File: src/rtl/frame_halver_pkg.sv
// Package: shared constants and types for the two-to-one frame scaler.
// Assumes one byte per pixel and a linear byte-addressed frame memory.
package frame_halver_pkg;

    localparam int DEF_FULL_W = 640;
    localparam int DEF_FULL_H = 480;
    localparam int DEF_PIX_W  = 8;
    localparam int DEF_SLOTS  = 6;
    localparam int DEF_ADDR_W = 19;

    // Raster tracker state: waiting for the first start of frame, or running.
    typedef enum logic {
        TRK_IDLE = 1'b0,
        TRK_RUN  = 1'b1
    } trk_state_e;

endpackage

File: src/rtl/slot_base.sv
// Module: slot_base
// Maps an image slot index to the byte address where that slot starts.
// Slots are packed back to back, each SLOT_SZ bytes long. An index of
// SLOTS or more raises slot_bad and returns a base of zero.
// Assumes SLOTS*SLOT_SZ fits in ADDR_W bits.
module slot_base #(
    parameter int SLOTS   = 6,
    parameter int SLOT_W  = 3,
    parameter int ADDR_W  = 19,
    parameter int SLOT_SZ = 76800
) (
    input  logic [SLOT_W-1:0] slot,
    output logic [ADDR_W-1:0] base,
    output logic              slot_bad
);

    logic [ADDR_W-1:0] base_tbl [SLOTS];

    // One constant base per slot, built by the generate loop.
    for (genvar g = 0; g < SLOTS; g++) begin : g_tbl
        assign base_tbl[g] = ADDR_W'(g * SLOT_SZ);
    end

    // Select the base for the slot; out-of-range slots give zero.
    always_comb begin
        base = '0;
        for (int i = 0; i < SLOTS; i++) begin
            if (slot == SLOT_W'(i)) begin
                base = base_tbl[i];
            end
        end
    end

    // Range test done one bit wider so that SLOTS == 2**SLOT_W also works.
    assign slot_bad = ({1'b0, slot} >= (SLOT_W + 1)'(SLOTS));

endmodule

File: src/rtl/raster_tracker.sv
// Module: raster_tracker
// Follows the position of each accepted pixel in a FULL_W x FULL_H raster.
// A valid pixel flagged as start of frame sits at (0,0). Pixels before the
// first start of frame are not live. The column wraps after FULL_W-1 and
// advances the row; the row wraps after FULL_H-1.
// Outputs are combinational and describe the pixel on the inputs this cycle.
module raster_tracker
    import frame_halver_pkg::*;
#(
    parameter int FULL_W = 640,
    parameter int FULL_H = 480,
    parameter int COL_W  = 10,
    parameter int ROW_W  = 9
) (
    input  logic             clk,
    input  logic             rst_n,
    input  logic             in_valid,
    input  logic             in_sof,
    output logic             cur_live,
    output logic             frame_start,
    output logic [COL_W-1:0] cur_col,
    output logic [ROW_W-1:0] cur_row
);

    trk_state_e       st_q;
    logic [COL_W-1:0] col_q;
    logic [ROW_W-1:0] row_q;
    logic             col_last;
    logic             row_last;

    // Position of the pixel on the inputs: a start of frame forces (0,0).
    always_comb begin
        frame_start = in_valid && in_sof;
        cur_live    = frame_start || (in_valid && (st_q == TRK_RUN));
        cur_col     = in_sof ? '0 : col_q;
        cur_row     = in_sof ? '0 : row_q;
        col_last    = (cur_col == COL_W'(FULL_W - 1));
        row_last    = (cur_row == ROW_W'(FULL_H - 1));
    end

    // Advance the position by one for each live pixel.
    always_ff @(posedge clk) begin
        if (!rst_n) begin
            st_q  <= TRK_IDLE;
            col_q <= '0;
            row_q <= '0;
        end else if (cur_live) begin
            st_q <= TRK_RUN;
            if (col_last) begin
                col_q <= '0;
                row_q <= row_last ? '0 : cur_row + ROW_W'(1);
            end else begin
                col_q <= cur_col + COL_W'(1);
                row_q <= cur_row;
            end
        end
    end

    // the stored position never leaves the frame.
    p_col_range_r6: assert property (@(posedge clk) disable iff (!rst_n)
        (st_q == TRK_RUN) |-> (col_q < COL_W'(FULL_W)));
    p_row_range_r6: assert property (@(posedge clk) disable iff (!rst_n)
        (st_q == TRK_RUN) |-> (row_q < ROW_W'(FULL_H)));
    // once tracking starts it only ends with reset.
    p_run_holds_r7: assert property (@(posedge clk) disable iff (!rst_n)
        (st_q == TRK_RUN) |=> (st_q == TRK_RUN));

endmodule

File: src/rtl/store_decimator.sv
// Module: store_decimator
// Keeps the pixels whose column and row are both even and turns each into a
// registered write at base + (row/2)*RED_W + col/2. The slot is captured at
// start of frame. A captured slot out of range suppresses all writes of that
// frame and raises store_err until the next start of frame with a good slot.
// Assumes position inputs come from raster_tracker for the same cycle.
module store_decimator #(
    parameter int SLOTS   = 6,
    parameter int SLOT_W  = 3,
    parameter int ADDR_W  = 19,
    parameter int PIX_W   = 8,
    parameter int COL_W   = 10,
    parameter int ROW_W   = 9,
    parameter int RED_W   = 320,
    parameter int SLOT_SZ = 76800
) (
    input  logic              clk,
    input  logic              rst_n,
    input  logic              cur_live,
    input  logic              frame_start,
    input  logic [COL_W-1:0]  cur_col,
    input  logic [ROW_W-1:0]  cur_row,
    input  logic [SLOT_W-1:0] in_slot,
    input  logic [PIX_W-1:0]  in_data,
    output logic              wr_valid,
    output logic [ADDR_W-1:0] wr_addr,
    output logic [PIX_W-1:0]  wr_data,
    output logic              store_err
);

    localparam int SPAN = SLOTS * SLOT_SZ;

    logic [SLOT_W-1:0] slot_q;
    logic              err_q;
    logic [SLOT_W-1:0] slot_cur;
    logic              err_cur;
    logic [ADDR_W-1:0] base_cur;
    logic              bad_cur;
    logic              keep;
    logic [ADDR_W-1:0] addr_cur;

    slot_base #(
        .SLOTS  (SLOTS),
        .SLOT_W (SLOT_W),
        .ADDR_W (ADDR_W),
        .SLOT_SZ(SLOT_SZ)
    ) i_base (
        .slot    (slot_cur),
        .base    (base_cur),
        .slot_bad(bad_cur)
    );

    // Slot and error for this pixel: fresh at start of frame, held otherwise.
    always_comb begin
        slot_cur = frame_start ? in_slot : slot_q;
        err_cur  = frame_start ? bad_cur : err_q;
        keep     = cur_live && !err_cur && !cur_col[0] && !cur_row[0];
        addr_cur = base_cur
                 + ADDR_W'(cur_row >> 1) * ADDR_W'(RED_W)
                 + ADDR_W'(cur_col >> 1);
    end

    // Capture the frame's slot and its error state at start of frame.
    always_ff @(posedge clk) begin
        if (!rst_n) begin
            slot_q <= '0;
            err_q  <= 1'b0;
        end else if (frame_start) begin
            slot_q <= in_slot;
            err_q  <= bad_cur;
        end
    end

    // Register the write for each kept pixel.
    always_ff @(posedge clk) begin
        if (!rst_n) begin
            wr_valid <= 1'b0;
            wr_addr  <= '0;
            wr_data  <= '0;
        end else begin
            wr_valid <= keep;
            if (keep) begin
                wr_addr <= addr_cur;
                wr_data <= in_data;
            end
        end
    end

    assign store_err = err_q;

    // every write lands inside the region covered by the slots.
    p_addr_in_slot_r4: assert property (@(posedge clk) disable iff (!rst_n)
        wr_valid |-> (wr_addr < ADDR_W'(SPAN)));
    // no write is issued while the frame's slot is in error.
    p_no_write_on_err_r5: assert property (@(posedge clk) disable iff (!rst_n)
        wr_valid |-> !store_err);

endmodule

File: src/rtl/view_mapper.sv
// Module: view_mapper
// Turns a screen coordinate into the read address of the stored pixel that
// covers it: base + (y>>1)*RED_W + (x>>1), registered one clock. A display
// slot out of range raises view_err and gives address zero.
// Assumes coordinates come from a display timing generator in the active area.
module view_mapper #(
    parameter int SLOTS   = 6,
    parameter int SLOT_W  = 3,
    parameter int ADDR_W  = 19,
    parameter int COL_W   = 10,
    parameter int ROW_W   = 9,
    parameter int RED_W   = 320,
    parameter int SLOT_SZ = 76800
) (
    input  logic              clk,
    input  logic              rst_n,
    input  logic [COL_W-1:0]  view_x,
    input  logic [ROW_W-1:0]  view_y,
    input  logic [SLOT_W-1:0] view_slot,
    output logic [ADDR_W-1:0] rd_addr,
    output logic              view_err
);

    logic [ADDR_W-1:0] base_v;
    logic              bad_v;
    logic [ADDR_W-1:0] addr_v;

    slot_base #(
        .SLOTS  (SLOTS),
        .SLOT_W (SLOT_W),
        .ADDR_W (ADDR_W),
        .SLOT_SZ(SLOT_SZ)
    ) i_base (
        .slot    (view_slot),
        .base    (base_v),
        .slot_bad(bad_v)
    );

    // Halve both coordinates so that each stored pixel covers 2 x 2 on screen.
    always_comb begin
        addr_v = base_v
               + ADDR_W'(view_y >> 1) * ADDR_W'(RED_W)
               + ADDR_W'(view_x >> 1);
    end

    // Register the read address and the slot error.
    always_ff @(posedge clk) begin
        if (!rst_n) begin
            rd_addr  <= '0;
            view_err <= 1'b0;
        end else begin
            rd_addr  <= bad_v ? '0 : addr_v;
            view_err <= bad_v;
        end
    end

    // a display slot error always comes with address zero.
    p_err_zero_addr_r9: assert property (@(posedge clk) disable iff (!rst_n)
        view_err |-> (rd_addr == '0));

endmodule

File: src/rtl/frame_halver.sv
// Module: frame_halver (top)
// Two-to-one image scaler. The store path decimates a raster pixel stream by
// two in each dimension into a slot of a linear frame memory. The display
// path maps screen coordinates to read addresses that repeat each stored
// pixel over a 2 x 2 block. Assumes one byte per pixel and synchronous reset.
module frame_halver
    import frame_halver_pkg::*;
#(
    parameter int FULL_W = DEF_FULL_W,
    parameter int FULL_H = DEF_FULL_H,
    parameter int PIX_W  = DEF_PIX_W,
    parameter int SLOTS  = DEF_SLOTS,
    parameter int ADDR_W = DEF_ADDR_W,
    parameter int SLOT_W = $clog2(SLOTS + 1),
    parameter int COL_W  = $clog2(FULL_W),
    parameter int ROW_W  = $clog2(FULL_H)
) (
    input  logic              clk,
    input  logic              rst_n,
    input  logic              pix_valid,
    input  logic              pix_sof,
    input  logic [PIX_W-1:0]  pix_data,
    input  logic [SLOT_W-1:0] store_slot,
    output logic              wr_valid,
    output logic [ADDR_W-1:0] wr_addr,
    output logic [PIX_W-1:0]  wr_data,
    output logic              store_err,
    input  logic [COL_W-1:0]  view_x,
    input  logic [ROW_W-1:0]  view_y,
    input  logic [SLOT_W-1:0] view_slot,
    output logic [ADDR_W-1:0] rd_addr,
    output logic              view_err
);

    localparam int RED_W   = FULL_W / 2;
    localparam int RED_H   = FULL_H / 2;
    localparam int SLOT_SZ = RED_W * RED_H;

    logic             cur_live;
    logic             frame_start;
    logic [COL_W-1:0] cur_col;
    logic [ROW_W-1:0] cur_row;

    raster_tracker #(
        .FULL_W(FULL_W),
        .FULL_H(FULL_H),
        .COL_W (COL_W),
        .ROW_W (ROW_W)
    ) i_track (
        .clk        (clk),
        .rst_n      (rst_n),
        .in_valid   (pix_valid),
        .in_sof     (pix_sof),
        .cur_live   (cur_live),
        .frame_start(frame_start),
        .cur_col    (cur_col),
        .cur_row    (cur_row)
    );

    store_decimator #(
        .SLOTS  (SLOTS),
        .SLOT_W (SLOT_W),
        .ADDR_W (ADDR_W),
        .PIX_W  (PIX_W),
        .COL_W  (COL_W),
        .ROW_W  (ROW_W),
        .RED_W  (RED_W),
        .SLOT_SZ(SLOT_SZ)
    ) i_store (
        .clk        (clk),
        .rst_n      (rst_n),
        .cur_live   (cur_live),
        .frame_start(frame_start),
        .cur_col    (cur_col),
        .cur_row    (cur_row),
        .in_slot    (store_slot),
        .in_data    (pix_data),
        .wr_valid   (wr_valid),
        .wr_addr    (wr_addr),
        .wr_data    (wr_data),
        .store_err  (store_err)
    );

    view_mapper #(
        .SLOTS  (SLOTS),
        .SLOT_W (SLOT_W),
        .ADDR_W (ADDR_W),
        .COL_W  (COL_W),
        .ROW_W  (ROW_W),
        .RED_W  (RED_W),
        .SLOT_SZ(SLOT_SZ)
    ) i_view (
        .clk      (clk),
        .rst_n    (rst_n),
        .view_x   (view_x),
        .view_y   (view_y),
        .view_slot(view_slot),
        .rd_addr  (rd_addr),
        .view_err (view_err)
    );

endmodule

File: config.mk
export PLATFORM = sky130hd
export DESIGN_NAME = frame_halver
export DESIGN_NICKNAME = d
export VERILOG_FILES = /design/src/rtl/frame_halver_pkg.sv /design/src/rtl/slot_base.sv /design/src/rtl/raster_tracker.sv /design/src/rtl/store_decimator.sv /design/src/rtl/view_mapper.sv /design/src/rtl/frame_halver.sv
export SDC_FILE = /design/constraint.sdc
export NUM_CORES = 1
export LEC_CHECK = 0
export ABC_AREA = 1
export BUFFER_PORTS_ARGS = -buffer_cell sky130_fd_sc_hd__buf_2
export CORE_AREA = 3 3 114 116
export CTS_CLUSTER_SIZE = 20
export DETAILED_ROUTE_END_ITERATION = 12
export DIE_AREA = 0 0 117 119
export PLACE_DENSITY = 0.7
export RECOVER_POWER = 25
export SKIP_CTS_REPAIR_TIMING = 1
export SLEW_MARGIN = 30
export SYNTH_ARGS = -nofsm -noshare
export SYNTH_HDL_FRONTEND = slang
export SYNTH_SLANG_ARGS = --single-unit
File: constraint.sdc
create_clock -name clk -period 2.9 [get_ports clk]
set_input_delay 0 -clock clk [delete_from_list [all_inputs] [get_ports clk]]
set_output_delay 0 -clock clk [all_outputs]
set_load 0.01 [all_outputs]
==> results.cfg, run 1 <==
[clocking]
numCtsBuffers = 9
cts-root-buf = clkbuf_16
cts.path.max_buffers = 2
h-tree-depth = 3
path_clk_slew_ns = 0.06
cts_sinks = 72
tritoncts = built
clk_latency_ns = 0.34

[timing]
fin_crit_sh_pct = 94.70
rsz0062_at_grt = yes
max_freq_mhz = 364.1
worst_pin_slew_ns = 1.016
final_hold_viol_count = 0
finalCriticalPeriod_ns = 2.746
drv_slew = 0
finalSetupViolations = 0
relSlewSlack_pct = 32.27
tns_ns = 0
clock_skew_ns = 0.006704

[die]
initial_core_util_pct = 40.06
dieArea_um2 = 13920
core_um2 = 12010
rows = 40
ioPinCount = 86
die_h_um = 119
die_width_um = 117

[synthesis]
yosysUniqueCellTypes = 40
syn-mean-instance-area_um2 = 6.730
synthCells = 715
yosysTopAreaCell = dfxtp_1
synth.yosys.warnings = 0
synth-compound-area-share_pct = 13.44
synth_most_common_cell = nand2_1
synth_top_family_by_area = simple AND/OR/NAND/NOR gates
synthAdderAreaFrac_pct = 12.06
synth-simple-area-share_pct = 30.76
synth_xor_xnor_area_share_pct = 3.276
yosysSeqAreaShare_pct = 29.95
ys_ff_latch = 72
syn_area_um2 = 4812
synth_top_area_share_pct = 29.95
synth_fp_nets = 796
synth_edf_count = 0
ys.flop_type = dfxtp_1
netlist_top_cells_area = dfxtp_1 (30%), ha_1 (10%), nand2_1 (10%), nor2_1 (9.3%), inv_1 (7.7%)
synthMuxAreaShare_pct = 0
async_flop_share_pct = 0
yosys-top-cells-count = nand2_1 (132), nor2_1 (119), inv_1 (99), dfxtp_1 (72), a21oi_1 (52)

[routing]
routedWlPerCell_um = 12.41
firstDrtPassIters = 5
via_count = 4840
viasPerCell = 4.904
routed_wl_um = 12250
initialDrtViolationCount = 284
drt.antenna.violating_nets = 0
drcViolationCount = 0

[global_routing]
grt_pass1_vias = 4489
grt_pass1_wl_um = 19930
grtUsageTotal_pct = 17.60
antenna_found_initial = 1
grt_overflow = 0
grt_start_max_net_pins = 38

[power]
p_leak_nw = 2.969
intPower_mw = 2.034
p_switching_mw = 0.8592
p_clk_share_pct = 39.1
p_per_area_nw_per_um2 = 480.3
p_comb_share_pct = 23.2
vdd_drop_max_mv = 0.3554
pwr-share-seq_pct = 37.7
switching_share_pct = 29.70
power_mw = 2.893

[layout]
drive_gt1_share_pct = 19.55
fin_nets = 915
area_growth_pct = 25.17

[setup_path]
cp.required_ns = 3.14
cp-start-kind = register
worstSetupPathDepth = 19
critPathMaxFanout = 5
rr_worst_depth = 19
crit_path_end_kind = register
path_cells = nand2_2, inv_2, nor2_2, nor2_1, ha_2, fa_2, nand3_2, nand3_2, a21oi_2, o21ai_1, xor2_1, ha_2, nand2_2, nor3_1, nand2_1, nand3_1, nand3_1, nand2_1, inv_1
slowest_stage = ha_2
cp_data_arrival_time_ns = 2.99
path_buf_inv = 2
worst-setup-path-type = reg -> reg
cpPeakStageDelay_ns = 0.38
crit_family = adder cells

[min_path]
min_path_type = in -> reg
hold_depth = 4

[placed_design]
place.gp.congestion = 0.9096
placement.io_buffers = 83
post-dp-hpwl_um = 8893

[job]
cap_violations = 0

[status]
outcome = finished, final reports clean
-- layout make-up --
class	instances	area [um2]
Fill cell	1225	5988
Multi-Input combinational cell	522	2960
Sequential cell	72	1446
Timing Repair Buffer	122	714.4
Inverter	107	414.1
Clock buffer	14	264.0
Tap cell	147	183.9
Clock inverter	2	37.54
Antenna cell	1	2.502
-- tightest hold or removal path, stage by stage --
cell,delay (ns)
buf_2,0.08
ha_1,0.12
inv_1,0.03
nor2_1,0.08
-- stage by stage --
step / hold WS [ns] / util (%) / setup slack, ns / std cells / area (um2)
floorplan: 0.1122 / - / 0.06031 / 715 / 4815
global placement: 0.2150 / 45.38 / 0.02942 / 948 / 5450
detailed placement: 0.2194 / 45.38 / -0.03559 / 948 / 5450
CTS: -0.1421 / 47.89 / -0.05473 / 964 / 5752
global route: 0.04824 / 50.13 / -0.1118 / 986 / 6021
finish: 0.002848 / 50.15 / 0.1536 / 987 / 6023
-- registers in the layout (all words and copies together) (netlist names) --
register and cells:
i_store.slot_q 3, i_view.view_err 1, i_store.wr_addr 19, i_track.row_q 9
i_track.st_q 1, i_store.store_err 1, i_store.wr_valid 1, i_view.rd_addr 19
i_store.wr_data 8, i_track.col_q 10
-- cell families after synthesis --
logic type | after synthesis
buffers and inverters | 121
adders and majority gates | 44
and+or+nand+nor | 341
DFF | 72
xor gates and xnor gates | 18
AOI/OAI and AO/OA | 119
-- layer usage --
| metal | vias to the layer above | GRT usage [%] | part of all wire [%] |
|---|---|---|---|
| li1 | 2543 | - | - |
| met1 | 2132 | 20.81 | 44 |
| met2 | 128 | 29.52 | 47 |
| met3 | 35 | 5.437 | 5.6 |
| met4 | 2 | 6.595 | 3.3 |
| met5 | - | 0 | 0.090 |
-- worst paths after layout --
path	start	slack, ns	to
worst min-delay path	view_x[7]	0.003	i_view.rd_addr[6]$_SDFF_PP0_
worst max-delay path	i_track.row_q[4]$_SDFFE_PN0N_	0.15	i_store.wr_addr[17]$_SDFFE_PN0P_
worst max register to register	i_track.row_q[4]$_SDFFE_PN0N_	0.15	i_store.wr_addr[17]$_SDFFE_PN0P_
worst min register to register	i_track.row_q[8]$_SDFFE_PN0N_	0.46	i_track.row_q[8]$_SDFFE_PN0N_
-- power groups by stage --
| stage | Clock, mW | Combinational [mW] | Sequential (mW) |
|---|---|---|---|
| CTS | 1.16 | 0.653 | 1.09 |
| floorplan | 0 | 0.417 | 1.15 |
| detailed placement | 0 | 0.647 | 1.11 |
| finish | 1.13 | 0.672 | 1.09 |
| global route | 1.19 | 0.763 | 1.10 |
| global placement | 0 | 0.648 | 1.11 |
-- cells in the final DEF (no fill, tap or decap), drive strengths merged --
cell type    instances
a211oi               3
a21boi               2
a21o                 2
a21oi               52
a22oi                1
a31o                 1
a31oi                4
buf                 76
bufinv               1
clkbuf              43
clkinv               2
clkinvlp             1
dfxtp               72
diode                1
dlygate4sd3         17
fa                   4
ha                  40
inv                105
nand2              145
nand3               55
nand4                6
nor2               127
nor3                 5
o21a                 1
o21ai               50
o21bai               2
o22ai                1
or2                  3
xnor2                5
xor2                13
Power figures use the tool's default switching activity.
==> run 2: changes to the inputs <==
--- a/config.mk
+++ b/config.mk
@@ -6,7 +6,7 @@
 export NUM_CORES = 1
 export LEC_CHECK = 0
 export ABC_AREA = 1
-export BUFFER_PORTS_ARGS = -buffer_cell sky130_fd_sc_hd__buf_2
+export BUFFER_PORTS_ARGS = -buffer_cell sky130_fd_sc_hd__buf_4
 export CORE_AREA = 3 3 114 116
 export CTS_CLUSTER_SIZE = 20
 export DETAILED_ROUTE_END_ITERATION = 12
==> run 2 against run 1 <==
Effect of this change:
- flip-flop and latch count stayed put
- sequential power hardly changed
- critical path depth shrank 2
- register-to-register slack lost 0.12 ns
- non-clock buffer count grew 6
- count of clock-buffer cells in the layout is 4 lower
- final cell count increased by 0.51%
- maximum frequency is 4.3% lower
- cell area rose by 4.4%
- sequential share of layout area decreased by 0.96 points
- die area unchanged
- power is 4.4% higher
- largest cell class unchanged
- highest routed layer is now met4
==> results.cfg, run 2 (same netlist as run 1, synthesis figures left out) <==
[die]
die_h_um = 119
ioPinCount = 86
core_um2 = 12010
initial_core_util_pct = 40.06
die_width_um = 117
dieArea_um2 = 13920
rows = 40

[global_routing]
antenna_found_initial = 0
grt_overflow = 0
grt_start_max_net_pins = 38
grtUsageTotal_pct = 17.81
grt_pass1_wl_um = 20180
grt_pass1_vias = 4446

[routing]
firstDrtPassIters = 5
drcViolationCount = 0
routedWlPerCell_um = 12.84
drt.antenna.violating_nets = 0
via_count = 4867
routed_wl_um = 12740
viasPerCell = 4.906
initialDrtViolationCount = 379

[placed_design]
post-dp-hpwl_um = 8987
placed_area_um2 = 5650
placement.io_buffers = 83
pre_cts_slack_ns = -0.01884
place.gp.congestion = 0.8586
dpl.cell_count = 947

[timing]
drv_slew = 0
final_hold_viol_count = 0
max_freq_mhz = 348.3
fin_ws_ns = 0.02912
fin_crit_sh_pct = 99.00
rsz0062_at_grt = yes
finalSetupViolations = 0
relSlewSlack_pct = 56.59
clock_skew_ns = 0.005535
finalCriticalPeriod_ns = 2.871
worst_pin_slew_ns = 0.6504

[clocking]
cts-root-buf = clkbuf_16
cts_sinks = 72
path_clk_slew_ns = 0.06
tritoncts = built
clk_latency_ns = 0.34
cts.path.max_buffers = 2
h-tree-depth = 3
numCtsBuffers = 9

[setup_path]
critPathMaxFanout = 4
cp_data_arrival_time_ns = 3.14
crit_path_end_kind = register
r2r_end = i_store.wr_addr[18]$_SDFFE_PN0P_
r2r_setup_slack_ns = 0.03
cp.required_ns = 3.17
rr_worst_depth = 17
cp-start-kind = register
r2r-start = i_track.row_q[4]$_SDFFE_PN0N_
worst-setup-path-type = reg -> reg

[status]
outcome = finished, final reports clean

[power]
p_leak_nw = 3.082
p_per_area_nw_per_um2 = 479.9
p_switching_mw = 0.8914
intPower_mw = 2.128
p_comb_share_pct = 24.0
pwr-share-seq_pct = 36.2
p_clk_share_pct = 39.9
power_mw = 3.019
switching_share_pct = 29.53
vdd_drop_max_mv = 0.2692

[layout]
finalNonFillerCells = 992
post-route-cell-area_um2 = 6291
diodes = 0
drive_gt1_share_pct = 21.18
final_common_cell = nand2_1
fin_nets = 921
final_cell_mix = nand2_1 (124), nor2_1 (116), inv_1 (91)
area_growth_pct = 30.73
fin_util_pct = 52.38
top_regs = i_store.wr_addr x19, i_view.rd_addr x19, i_track.col_q x10

[job]
cap_violations = 0

[min_path]
min_to = i_view.rd_addr[6]$_SDFF_PP0_
hold_depth = 4
min_path_type = in -> reg
min_from = view_x[7]
-- run 2: area by class of cell --
type                       count  area [um2]
clock buffer                  10       239.0
timing repair buffer         128       908.4
inverter                     107       416.7
fill                        1176        5720
sequential                    72        1450
clock inverter                 6       82.58
multi-input combinational    522        3010
tap                          147       183.9
-- run 2: worst max path at each step --
stage / startpoint / end / slack [ns] / depth (start not counted)
2_1_floorplan: i_track.row_q[2]$_SDFFE_PN0N_ / i_store.wr_addr[16]$_SDFFE_PN0P_ / 0.06 / 19
3_3_place_gp: i_track.row_q[4]$_SDFFE_PN0N_ / i_store.wr_addr[16]$_SDFFE_PN0P_ / 0.03 / 19
3_5_place_dp: i_track.row_q[3]$_SDFFE_PN0N_ / i_store.wr_addr[17]$_SDFFE_PN0P_ / -0.02 / 22
4_1_cts: i_track.row_q[3]$_SDFFE_PN0N_ / i_store.wr_addr[17]$_SDFFE_PN0P_ / -0.06 / 22
5_1_grt: i_track.row_q[4]$_SDFFE_PN0N_ / i_store.wr_addr[18]$_SDFFE_PN0P_ / -0.18 / 17
6_report: i_track.row_q[4]$_SDFFE_PN0N_ / i_store.wr_addr[18]$_SDFFE_PN0P_ / 0.03 / 17
-- run 2: critical path, cell delays in order, from the launching register on --
cell     delay, ns
dfxtp_2       0.36
inv_1         0.09
nor2_2        0.11
nor2_1        0.06
ha_2          0.19
fa_2          0.34
nand3_1       0.10
nand3_2       0.09
a21oi_2       0.15
o21ai_1       0.08
xor2_1        0.14
ha_1          0.36
inv_1         0.09
o21ai_2       0.22
a21oi_1       0.12
nand2_1       0.10
nand2_1       0.06
a21oi_1       0.15
-- run 2: per-stage QoR --
step	TNS, ns	hold WS, ns
2_1_floorplan	0	0.1122
3_3_place_gp	0	0.2150
3_5_place_dp	-0.03628	0.2222
4_1_cts	-0.1469	-0.1319
5_1_grt	-0.5685	0.03445
6_report	0	0.002754
-- run 2: per-layer routing --
layer / track usage [%] / routed length (um) / vias to the layer above
met3: 5.843 / 847 / 20
met5: 0 / 0 / -
met2: 29.94 / 6061 / 129
li1: - / - / 2552
met1: 22.03 / 5634 / 2166
met4: 3.871 / 198 / 0
-- run 2: power by group through the flow --
stage / registers (mW) / logic, mW / clock network [mW]
floorplan: 1.15 / 0.417 / 0
global placement: 1.11 / 0.694 / 0
detailed placement: 1.11 / 0.695 / 0
CTS: 1.09 / 0.701 / 1.23
global route: 1.10 / 0.816 / 1.28
finish: 1.09 / 0.723 / 1.20
==> run 3: changes to the inputs <==
==> constraint.sdc (replaced) <==
create_clock -name clk -period 2.35 [get_ports clk]
set_input_delay 0 -clock clk [delete_from_list [all_inputs] [get_ports clk]]
set_output_delay 0 -clock clk [all_outputs]
set_load 0.01 [all_outputs]
==> run 3 against run 2 <==
Effect of this change:
- count of clock-buffer cells in the layout decreased by 1
- flip-flop and latch count unchanged
- the flow now finishes with violations (negative setup slack)
- worst hold slack improved by 0.0013 ns
- core utilization increased by 4.5 points
- critical path type unchanged
- sequential power increased by 24%
- maximum frequency increased by 1.8%
- final cell count increased by 5.1%
- register-to-register slack got worse by 0.50 ns
- clock skew about the same
- power increased by 22%
- largest power group is now registers
- setup slack got worse by 0.50 ns
==> results.cfg, run 3 (same netlist as run 1, synthesis figures left out) <==
[placed_design]
placed_area_um2 = 6136
post-dp-hpwl_um = 9978
place.gp.congestion = 0.8876
placement.io_buffers = 83

[timing]
max_freq_mhz = 354.5
fin_crit_sh_pct = 120.0
rsz0062_at_grt = yes
clock_skew_ns = 0.005579
final_hold_viol_count = 0
whs_ns = 0.004041
finalSetupViolations = 8
finalCriticalPeriod_ns = 2.821
drv_slew = 0
fin_ws_ns = -0.4707
relSlewSlack_pct = 66.48
worst_pin_slew_ns = 0.5023

[clocking]
tritoncts = built
h-tree-depth = 3
cts.path.max_buffers = 2
clk_latency_ns = 0.34
path_clk_slew_ns = 0.06
numCtsBuffers = 9
cts_sinks = 72
cts-root-buf = clkbuf_16

[status]
outcome = finished, violations left
violations = negative setup slack

[layout]
final_common_cell = buf_4
fin_nets = 972
nFillCells = 1131
top_regs = i_store.wr_addr x19, i_view.rd_addr x19, i_track.col_q x10
diodes = 0
area_growth_pct = 41.94
final_cell_mix = buf_4 (153), nand2_1 (122), nor2_1 (110)
drive_gt1_share_pct = 30.80
post-route-cell-area_um2 = 6830

[routing]
initialDrtViolationCount = 275
drt.antenna.violating_nets = 0
routed_wl_um = 13660
viasPerCell = 4.860
routedWlPerCell_um = 13.09
drcViolationCount = 0
firstDrtPassIters = 5
via_count = 5069

[global_routing]
grt_start_max_net_pins = 38
grt_overflow = 0
grt_pass1_vias = 4618
grtUsageTotal_pct = 19.02
grt_pass1_wl_um = 21230
antenna_found_initial = 0

[setup_path]
cp_data_arrival_time_ns = 3.06
cp.required_ns = 2.59
rr_worst_depth = 22
worst-setup-path-type = reg -> reg
cp-start-kind = register
crit_path_end_kind = register
critPathMaxFanout = 3

[min_path]
hold_depth = 4
min_path_type = in -> reg

[die]
core_um2 = 12010
die_h_um = 119
initial_core_util_pct = 40.06
ioPinCount = 86
dieArea_um2 = 13920
rows = 40
die_width_um = 117

[power]
p_leak_nw = 3.416
vdd_drop_max_mv = 0.5429
p_per_area_nw_per_um2 = 539.0

[job]
cap_violations = 0
## run 3: metrics by stage
| step | power (mW) | cells | setup TNS [ns] | setup slack, ns | util, % |
|---|---|---|---|---|---|
| 6_report | 3.681 | 1043 | -2.840 | -0.4707 | 56.86 |
| 3_3_place_gp | 2.362 | 1001 | -2.664 | -0.3430 | 51.08 |
| 4_1_cts | 3.651 | 1017 | -2.445 | -0.4116 | 53.35 |
| 5_1_grt | 3.907 | 1043 | -4.057 | -0.6729 | 56.86 |
| 3_5_place_dp | 2.370 | 1001 | -3.040 | -0.3907 | 51.08 |
| 2_1_floorplan | 1.939 | 715 | -0.9479 | -0.2957 | - |
## run 3: final cells by class
cell class / instances / area (um2) / share of cell area (%)
flip-flops and latches: 72 / 1453 / 21.27
clock buffers: 9 / 225.2 / 3.297
repair buffers: 179 / 1381 / 20.22
clock inverters: 7 / 47.55 / 0.6961
inverters: 107 / 416.7 / 6.100
well taps: 147 / 183.9 / 2.693
multi-input cells: 522 / 3123 / 45.72
## run 3: final timing paths
path                                 start                                to  slack, ns
min reg2reg      i_track.st_q$_SDFFE_PN0N_         i_track.st_q$_SDFFE_PN0N_       0.47
max reg2reg  i_track.row_q[2]$_SDFFE_PN0N_  i_store.wr_addr[17]$_SDFFE_PN0P_      -0.47
max          i_track.row_q[2]$_SDFFE_PN0N_  i_store.wr_addr[17]$_SDFFE_PN0P_      -0.47
min                              view_x[7]      i_view.rd_addr[6]$_SDFF_PP0_      0.004
## run 3: per-layer routing
metal,vias to the layer above,routed length [um],GRT usage [%],part of all wire [%]
met2,109,6700,31.51,49
li1,2654,-,-,-
met4,0,291,5.591,2.1
met1,2279,5867,23.34,43
met5,-,0,0,0
met3,27,797,6.148,5.8
## run 3: power by group
| group | switching, mW | internal [mW] |
|---|---|---|
| Combinational | 0.570 | 0.495 |
| Clock | 0.558 | 0.714 |
| Sequential | 0.0349 | 1.31 |
| Total | 1.16 | 2.52 |
## run 3: worst max-delay path, cell delays in order, from the launching register on
cell      delay (ns)
dfxtp_4         0.37
inv_2           0.04
nor2_2          0.11
nor2_1          0.05
nor2_1          0.11
ha_2            0.21
buf_4           0.11
nand3_2         0.07
nand2_2         0.08
nand2_1         0.05
nand2_1         0.07
a21oi_2         0.06
or2_4           0.24
a21oi_2         0.13
ha_1            0.27
inv_2           0.09
o21bai_1        0.08
a31oi_1         0.25
nand2_1         0.09
nand2_1         0.07
nand3_1         0.06
nand2_1         0.08
inv_1           0.04
